File: src/rtl/tlb_pkg.sv
`timescale 1ns/1ps
package tlb_pkg;
  // Strobes from control to datapath
  typedef struct packed {
    logic wrEn;
    logic flushAll;
    logic flushOne;
    logic lookup;
  } tlbStrobes_t;

  // Compare mask for a page size code
  function automatic logic [31:0] sizeMask(input logic [1:0] code);
    case (code)
      2'd0:    return 32'hFF00_0000;
      2'd1:    return 32'hFFF0_0000;
      2'd2:    return 32'hFFFF_0000;
      default: return 32'hFFFF_F000;
    endcase
  endfunction
endpackage

File: src/rtl/tlb_ctrl.sv
`timescale 1ns/1ps
module tlb_ctrl
  import tlb_pkg::*;
(
  input  logic        clk,
  input  logic        rstN,
  input  logic        loadValid,
  input  logic [31:0] loadCam,
  input  logic        flushAll,
  input  logic        flushOne,
  input  logic        lookupValid,
  output tlbStrobes_t strobes,
  output logic        loadErr
);
  logic [31:0] loadMask;
  logic        misaligned;

  assign loadMask   = sizeMask(loadCam[2:1]);
  assign misaligned = |(loadCam[31:12] & ~loadMask[31:12]);

  always_comb begin
    strobes.wrEn     = loadValid && !misaligned;
    strobes.flushAll = flushAll;
    strobes.flushOne = flushOne;
    strobes.lookup   = lookupValid;
  end

  always_ff @(posedge clk) begin
    if (!rstN) loadErr <= 1'b0;
    else       loadErr <= loadValid && misaligned;
  end

  // a misaligned load is flagged on the next cycle
  a_r4_reject_flag: assert property (@(posedge clk) disable iff (!rstN)
    (loadValid && misaligned) |=> loadErr);
  // no load, no error flag
  a_r4_quiet_flag: assert property (@(posedge clk) disable iff (!rstN)
    !loadValid |=> !loadErr);
endmodule

File: src/rtl/tlb_datapath.sv
`timescale 1ns/1ps
module tlb_datapath
  import tlb_pkg::*;
#(
  parameter int NUM_ENTRIES = 8
) (
  input  logic                           clk,
  input  logic                           rstN,
  input  tlbStrobes_t                    strobes,
  input  logic [$clog2(NUM_ENTRIES)-1:0] wrIdx,
  input  logic [31:0]                    wrCam,
  input  logic [31:0]                    wrRam,
  input  logic [31:0]                    flushAddr,
  input  logic [31:0]                    lookupAddr,
  input  logic [$clog2(NUM_ENTRIES)-1:0] readIndex,
  output logic [31:0]                    readCam,
  output logic [31:0]                    readRam,
  output logic                           respValid,
  output logic                           respHit,
  output logic                           respMiss,
  output logic                           respMulti,
  output logic [31:0]                    respPhys
);
  localparam int IDX_W = $clog2(NUM_ENTRIES);
  localparam int CNT_W = $clog2(NUM_ENTRIES + 1);

  logic [19:0]            tagQ  [NUM_ENTRIES];
  logic [1:0]             sizeQ [NUM_ENTRIES];
  logic [31:0]            ramQ  [NUM_ENTRIES];
  logic [31:0]            maskArr [NUM_ENTRIES];
  logic [NUM_ENTRIES-1:0] validQ, presQ, matchVec, flushHit;
  logic [CNT_W-1:0]       matchCnt;
  logic [31:0]            physNext;

  // Per-slot compare against lookup and flush addresses
  for (genvar g = 0; g < NUM_ENTRIES; g++) begin : gSlot
    assign maskArr[g]  = sizeMask(sizeQ[g]);
    assign matchVec[g] = validQ[g] &&
      ((lookupAddr & maskArr[g]) == ({tagQ[g], 12'h000} & maskArr[g]));
    assign flushHit[g] =
      ((flushAddr & maskArr[g]) == ({tagQ[g], 12'h000} & maskArr[g]));
  end

  // Slot storage: flushes first, a load wins on its own slot
  always_ff @(posedge clk) begin
    if (!rstN) begin
      validQ <= '0;
      presQ  <= '0;
      for (int i = 0; i < NUM_ENTRIES; i++) begin
        tagQ[i]  <= '0;
        sizeQ[i] <= '0;
        ramQ[i]  <= '0;
      end
    end else begin
      for (int i = 0; i < NUM_ENTRIES; i++) begin
        if (strobes.wrEn && wrIdx == IDX_W'(i)) begin
          tagQ[i]   <= wrCam[31:12];
          sizeQ[i]  <= wrCam[2:1];
          presQ[i]  <= wrCam[3];
          ramQ[i]   <= wrRam;
          validQ[i] <= 1'b1;
        end else if ((strobes.flushAll && !presQ[i]) ||
                     (strobes.flushOne && flushHit[i])) begin
          validQ[i] <= 1'b0;
        end
      end
    end
  end

  // Match count and OR-merged translation
  always_comb begin
    matchCnt = '0;
    physNext = '0;
    for (int i = 0; i < NUM_ENTRIES; i++) begin
      if (matchVec[i]) begin
        matchCnt = matchCnt + CNT_W'(1);
        physNext = physNext | (ramQ[i] & maskArr[i]) | (lookupAddr & ~maskArr[i]);
      end
    end
  end

  always_ff @(posedge clk) begin
    if (!rstN) begin
      respValid <= 1'b0;
      respHit   <= 1'b0;
      respMiss  <= 1'b0;
      respMulti <= 1'b0;
      respPhys  <= '0;
    end else begin
      respValid <= strobes.lookup;
      respHit   <= strobes.lookup && matchCnt == CNT_W'(1);
      respMiss  <= strobes.lookup && matchCnt == '0;
      respMulti <= strobes.lookup && matchCnt > CNT_W'(1);
      respPhys  <= (strobes.lookup && matchCnt == CNT_W'(1)) ? physNext : '0;
    end
  end

  assign readCam = {tagQ[readIndex], 8'h00, presQ[readIndex], sizeQ[readIndex], validQ[readIndex]};
  assign readRam = ramQ[readIndex];

  // one outcome per response, none without
  a_r5_one_status: assert property (@(posedge clk) disable iff (!rstN)
    respValid |-> $onehot({respHit, respMiss, respMulti}));
  a_r5_idle_quiet: assert property (@(posedge clk) disable iff (!rstN)
    !respValid |-> !(respHit || respMiss || respMulti));
  // response one cycle after request
  a_r5_latency: assert property (@(posedge clk) disable iff (!rstN)
    strobes.lookup |=> respValid);
  // no address on miss or multi-hit
  a_r6_miss_zero: assert property (@(posedge clk) disable iff (!rstN)
    respMiss |-> respPhys == '0);
  a_r7_multi_zero: assert property (@(posedge clk) disable iff (!rstN)
    respMulti |-> respPhys == '0);
  // global flush leaves only protected slots valid
  a_r9_flush_all: assert property (@(posedge clk) disable iff (!rstN)
    (strobes.flushAll && !strobes.wrEn) |=> (validQ & ~presQ) == '0);
endmodule

File: src/rtl/tlb_top.sv
`timescale 1ns/1ps
module tlb_top
  import tlb_pkg::*;
#(
  parameter int NUM_ENTRIES = 8
) (
  input  logic                           clk,
  input  logic                           rstN,
  input  logic                           lookupValid,
  input  logic [31:0]                    lookupAddr,
  output logic                           respValid,
  output logic                           respHit,
  output logic                           respMiss,
  output logic                           respMulti,
  output logic [31:0]                    respPhys,
  input  logic                           loadValid,
  input  logic [$clog2(NUM_ENTRIES)-1:0] loadIndex,
  input  logic [31:0]                    loadCam,
  input  logic [31:0]                    loadRam,
  output logic                           loadErr,
  input  logic                           flushAll,
  input  logic                           flushOne,
  input  logic [31:0]                    flushAddr,
  input  logic [$clog2(NUM_ENTRIES)-1:0] readIndex,
  output logic [31:0]                    readCam,
  output logic [31:0]                    readRam
);
  tlbStrobes_t strobes;

  tlb_ctrl i_ctrl (
    .clk(clk), .rstN(rstN), .loadValid(loadValid), .loadCam(loadCam),
    .flushAll(flushAll), .flushOne(flushOne), .lookupValid(lookupValid),
    .strobes(strobes), .loadErr(loadErr)
  );

  tlb_datapath #(.NUM_ENTRIES(NUM_ENTRIES)) i_dp (
    .clk(clk), .rstN(rstN), .strobes(strobes), .wrIdx(loadIndex),
    .wrCam(loadCam), .wrRam(loadRam), .flushAddr(flushAddr),
    .lookupAddr(lookupAddr), .readIndex(readIndex), .readCam(readCam),
    .readRam(readRam), .respValid(respValid), .respHit(respHit),
    .respMiss(respMiss), .respMulti(respMulti), .respPhys(respPhys)
  );
endmodule

File: config.mk
export PLATFORM = sky130hd
export DESIGN_NAME = tlb_top
export DESIGN_NICKNAME = d
export VERILOG_FILES = /design/src/rtl/tlb_pkg.sv /design/src/rtl/tlb_ctrl.sv /design/src/rtl/tlb_datapath.sv /design/src/rtl/tlb_top.sv
export SDC_FILE = /design/constraint.sdc
export NUM_CORES = 1
export LEC_CHECK = 0
export BUFFER_PORTS_ARGS = -buffer_cell sky130_fd_sc_hd__buf_2
export CAP_MARGIN = 30
export CORE_UTILIZATION = 30
export DETAILED_ROUTE_END_ITERATION = 6
export GPL_ROUTABILITY_DRIVEN = 0
export PLACE_DENSITY_LB_ADDON = 0.05
export SLEW_MARGIN = 20
export SYNTH_ARGS = -nofsm -noshare
export SYNTH_HDL_FRONTEND = slang
export SYNTH_HIERARCHICAL = 1
export SYNTH_SLANG_ARGS = --single-unit
File: constraint.sdc
create_clock -name clk -period 7.53 [get_ports clk]
set_input_delay 0.753 -clock clk [delete_from_list [all_inputs] [get_ports clk]]
set_output_delay 0.753 -clock clk [all_outputs]
set_load 0.03 [all_outputs]
Word level (Yosys, flattened, before mapping)
Memory sizes are Yosys's and may differ from the RTL's.
Index checks and enable logic that the tools add are counted.
{"block": "op_classes", "n_addsub": 7, "magnitude_cmp": 2, "n_eq_ne": 42, "mux": 94, "bitwise_logic": 89, "n_reduce_logical": 75}
{"cell": "32-bit AND", "n": 40}
{"cell": "24-bit one-hot mux with 3 select lines", "n": 9}
{"cell": "32-bit == test", "n": 16}
{"cell": "32-bit 2-to-1 mux", "n": 16}
{"cell": "32-bit OR", "n": 15}
{"cell": "32-bit inverter", "n": 8}
{"cell": "20-bit 2-to-1 mux", "n": 8}
{"cell": "1-bit 2-to-1 mux", "n": 44}
{"cell": "1-bit logical AND", "n": 37}
{"cell": "4-bit 2-to-1 mux", "n": 7}
{"cell": "4-bit by 1-bit adder with 4-bit output (second input constant)", "n": 6}
{"cell": "1-bit OR", "n": 24}
{"cell": "20-bit AND", "n": 1}
{"cell": "20-bit inverter", "n": 1}
{"cell": "20-bit OR reduction", "n": 1}
{"cell": "2-bit by 1-bit == test with 1-bit output (second input constant)", "n": 9}
{"cell": "2-bit == test (second input constant)", "n": 9}
{"cell": "2-bit zero test", "n": 9}
{"cell": "2-bit 2-to-1 mux", "n": 8}
{"cell": "2-bit nonzero test", "n": 8}
{"cell": "3-bit == test (second input constant)", "n": 4}
{"cell": "1-bit zero test", "n": 9}
{"cell": "1-bit logical OR", "n": 8}
{"cell": "1-bit binary-select mux with 3-bit select", "n": 2}
{"cell": "9 further kinds", "n": 10}
{"block": "totals", "register_bits": 53, "mem_bits_rw": 432, "in_bits": 140, "output_inout_bits": 101, "mem_count": 3}
{"memory": "i_dp.ramQ", "depth": 8, "word_bits": 32, "read_ports": 9, "rd_clocked_by_memory_dff": 0, "wr": 8, "line_no": "tlb_datapath.sv:29", "text": "logic [31:0] ramQ [NUM_ENTRIES];"}
{"memory": "i_dp.tagQ", "depth": 8, "word_bits": 20, "read_ports": 9, "rd_clocked_by_memory_dff": 0, "wr": 8, "line_no": "tlb_datapath.sv:27", "text": "logic [19:0] tagQ [NUM_ENTRIES];"}
{"memory": "i_dp.sizeQ", "depth": 8, "word_bits": 2, "read_ports": 9, "rd_clocked_by_memory_dff": 0, "wr": 8, "line_no": "tlb_datapath.sv:28", "text": "logic [1:0] sizeQ [NUM_ENTRIES];"}

Logic depth before layout (Yosys ltp)
An unclocked memory read counts as a cell.
{"block": "logic_depth", "ltp_word": 28, "mapped_depth": 32}

Cells and area by module
The synthesis kept the hierarchy.
{"mod": "tlb_datapath", "n_inst": 1, "cells_per_inst": 2200, "area_per_inst_um2": 26670.6, "seq_area_each_um2": 14013.4}
{"mod": "tlb_ctrl", "n_inst": 1, "cells_per_inst": 14, "area_per_inst_um2": 100.1, "seq_area_each_um2": 20.0}

Worst setup path after synthesis
No wires, ideal clock.
{"block": "synth_path", "kind": "input to register", "from": "input lookupAddr[22]", "to": "register i_dp.respPhys[10]", "arrival_ps": 6888, "slack_ps": 582, "cell_stages": 32, "path_cell_list": "buf_2 buf_1 xnor2_1 o2111ai_1 o41ai_1 nor4bb_1 clkbuf_1 clkbuf_1 ha_1 a21boi_1 or2_2 ha_1 nand4_1 o31a_1 inv_1 ha_1 nor2_1 a21oi_1 ha_1 nand4_1 nand2_1 ha_1 nand4b_1 o31ai_1 o21ai_1 ha_1 and2_1 xor2_1 nor4_1 mux2_4 buf_6 and4_1"}
{"block": "synth_via", "elab_chain_cells": 25, "word_cells_on_any_way": 64, "cone_classes": "add/sub (7); eq/ne (9); mux (16); bitwise (22); reduce/logical (10)"}
{"item": "start: declaration", "line_no": "tlb_top.sv:10", "text": "input logic [31:0] lookupAddr,"}
{"item": "branches (longest 25 deep; another with 4-bit by 1-bit adder with 4-bit output)"}
{"item": "end signal: assignment", "line_no": "tlb_datapath.sv:94", "text": "respPhys <= (strobes.lookup && matchCnt == CNT_W'(1)) ? physNext : '0;"}
{"item": "end: declaration", "line_no": "tlb_datapath.sv:22", "text": "output logic [31:0] respPhys"}
Parallel ways; which one is timed is not known.
A chain may end at the register's enable or synchronous reset.

==> flow_summary.json <==
{
  "outcome": "finished, final reports clean",
  "synth_cell_types": 81,
  "clk_pin_slew_ns": 0.06,
  "cap_violations": 0,
  "synth_edf_count": 432,
  "vdd_drop_max_mv": 0.165,
  "worst-r2r-setup-slack_ns": 0.62,
  "tightest_slew_ns": 1.06,
  "holdPathStages": 3,
  "slew_headroom_pct": 28.8,
  "ant_nets": 0,
  "cp.arrival_ns": 7.48,
  "hpwl_mm": 78.0,
  "vias": 19700,
  "end_kind": "flip-flop",
  "post_cts_buffers": 0,
  "startpoint_type": "flip-flop",
  "viasPerCell": 5.46,
  "ys_seq_area_share_pct": 52.4,
  "cts.sinks": 485,
  "syn_avg_cell_area_um2": 12.1,
  "holdPathEnd": "i_ctrl/loadErr",
  "dp_slack_ns": 0.169,
  "layout-drive-gt1-share_pct": 24.2,
  "drtIter0Drc": 1695,
  "skew_ns": 0.0210,
  "diodes": 0,
  "setup_ws_ns": 0.617,
  "ctsHtreeMaxLevel": 2,
  "ctsResizeCount": 0,
  "min_from": "loadValid",
  "r2r_start": "i_dp/tagQ[0][15]",
  "core_um2": 88400,
  "rsz0062_at_grt": "no",
  "wl_mm": 114,
  "critPathSlowestCell": "nor4bb_4",
  "overflow": 0,
  "slew_viol_final": 0,
  "cts-root-buf": "clkbuf_16",
  "cts_hold_buffers": 0,
  "synthCells": 2214,
  "yosysWarningCount": 6,
  "crit_fanout": 21,
  "seq_area_um2": 14000,
  "async_flop_share_pct": 0,
  "fin_cells": 3606,
  "rr_worst_depth": 29,
  "num_rows": 109,
  "clock_path_buffers": 3,
  "hold_violations": 0,
  "fp.dieH_um": 301,
  "io_buffers": 211,
  "crit_top_cell": "ha_1",
  "die_x_um": 301,
  "io_pins": 241,
  "wl_per_cell_um": 31.5,
  "p_leak_nw": 11.5,
  "antenna_found_initial": 6,
  "ys_seq_elements": 485,
  "grt_pass1_wl_mm": 159,
  "max_stage_delay_ns": 0.48,
  "max_freq_ghz": 0.145,
  "dr.pass1.iters": 7,
  "multiInputGateArea_um2": 11900,
  "hp-class": "primary input to flip-flop",
  "cts_made_buffers": 58,
  "synthFlopType": "edfxtp_1",
  "grt.total_usage_pct": 24.9,
  "r2r_end": "i_dp/respPhys[7]",
  "area_delta_synth_final_pct": 17.1,
  "grt_max_degree": 113,
  "grt_pass1_vias": 20200,
  "dp_cells": 3497,
  "start_util_pct": 30.3,
  "nets": 2539,
  "cp_data_required_time_ns": 8.10,
  "p_per_area_nw_per_um2": 227,
  "period_minus_slack_ns": 6.91,
  "finalCritPeriodShare_pct": 91.8,
  "cts_tree": "built",
  "fillers": 8837,
  "drcViolationCount": 0,
  "finalSetupViolCount": 0,
  "crit_type": "flip-flop to flip-flop",
  "timing.hold.ws_ns": 0.364,
  "setup_tns_ns": 0,
  "syn_area_um2": 26800,
  "clk_latency_ns": 0.63,
  "dieArea_um2": 90400
}
cells in the mapped netlist (all sizes together), types with 5 or more instances:
cell | instances | area [um2]
edfxtp | 432 | 13000
nor2 | 354 | 1340
xnor2 | 169 | 1480
xor2 | 135 | 1180
nand2 | 133 | 502
mux4 | 112 | 2520
clkbuf | 96 | 360
buf | 76 | 408
mux2 | 75 | 848
inv | 72 | 270
mux2i | 68 | 681
dfxtp | 53 | 1060
o21ai | 53 | 269
nand3 | 35 | 175
nand4 | 31 | 194
a21oi | 24 | 120
and3 | 24 | 150
nor3 | 24 | 136
nor4 | 23 | 144
o2111ai | 18 | 158
o22ai | 18 | 113
a221oi | 16 | 140
and4 | 15 | 131
o211ai | 14 | 105
nor2b | 13 | 81.3
a222oi | 11 | 110
and2 | 11 | 68.8
a22o | 8 | 70.1
a21boi | 7 | 52.6
ha | 7 | 87.6
o311a | 7 | 70.1
o41a | 7 | 78.8
o221ai | 6 | 52.6
o41ai | 6 | 71.3
a41oi | 5 | 43.8
nand2b | 5 | 31.3
worst max-delay path, delay by kind of cell (launching register included):
family | cells | cell delay (ns)
AND/OR/NAND/NOR | 11 | 2.41
AO/OA/AOI/OAI | 7 | 1.16
buffers and inverters | 2 | 0.21
multiplexers | 1 | 0.25
flip-flops | 1 | 0.44
XOR/XNOR | 2 | 0.52
adder cells (fa/ha/maj) | 6 | 1.84
how the worst max path moves through the flow:
stage / to / slack (ns) / startpoint
floorplan: i_dp/respPhys[10] / 0.58 / lookupAddr[22]
global placement: i_dp/respPhys[11] / 0.17 / lookupAddr[27]
detailed placement: i_dp/respPhys[7] / 0.17 / lookupAddr[27]
CTS: i_dp/respPhys[7] / 0.59 / i_dp/tagQ[0][15]
global route: i_dp/respPhys[10] / 0.07 / i_dp/tagQ[0][15]
finish: i_dp/respPhys[7] / 0.62 / i_dp/tagQ[0][15]
layout make-up:
| class | instances | area share (%) |
|---|---|---|
| Sequential cell | 485 | 44.8 |
| Multi-Input combinational cell | 1492 | 37.8 |
| Timing Repair Buffer | 283 | 5.71 |
| Clock buffer | 81 | 5.00 |
| Tap cell | 1165 | 4.65 |
| Clock inverter | 28 | 1.17 |
| Inverter | 72 | 0.862 |
report_power, final:
part / internal (mW) / switching, mW
logic: 0.368 / 0.626
clock network: 1.73 / 1.17
registers: 3.08 / 0.135
total: 5.18 / 1.93
cells in the final DEF (no fill, tap or decap), types with 68 or more instances in the layout:
cell type  netlist  routed
buf_2           17     208
xnor2_1        169     169
xor2_1         135     135
mux2i_1         68      68
nand2_1        132     121
nor2_1         350     350
edfxtp_1       432     432
mux2_2          74      74
inv_1           69      69
mux4_2         112     112
stage by stage:
step                power (mW)  utilization, %  instance area (um2)
floorplan                 3.85               -                26800
global placement          4.26            33.1                29300
detailed placement        4.27            33.3                29400
CTS                       7.19            35.5                31300
global route              7.35            35.5                31300
finish                    7.11            35.5                31300
registers in the layout, summed over array words and instances, names as in the netlist:
register,count
i_dp/respHit,1
i_ctrl/loadErr,1
i_dp/tagQ,160
i_dp/respMulti,1
i_dp/ramQ,256
i_dp/respValid,1
i_dp/respPhys,32
i_dp/validQ,8
i_dp/presQ,8
i_dp/respMiss,1
i_dp/sizeQ,16
layer usage:
layer / vias up / track usage [%] / wire length (um)
li1: 8496 / - / -
met1: 10300 / 34.6 / 51100
met4: 10 / 6.27 / 2850
met5: - / 0 / 61
met2: 675 / 41.2 / 53900
met3: 149 / 2.99 / 5770
logic make-up (layout without fill, tap and decap cells):
logic type / after synthesis / after routing / synth area share [%]
adders and majority gates: 7 / 7 / 0.327
and+or+nand+nor: 686 / 686 / 11.6
buffers and inverters: 244 / 464 / 3.88
AOI/OAI and AO/OA: 229 / 229 / 6.38
DFF: 485 / 485 / 52.4
muxes: 255 / 255 / 15.1
other: 1 / 8 / 0.0140
xor gates and xnor gates: 307 / 307 / 10.2
Power figures use the tool's default switching activity.
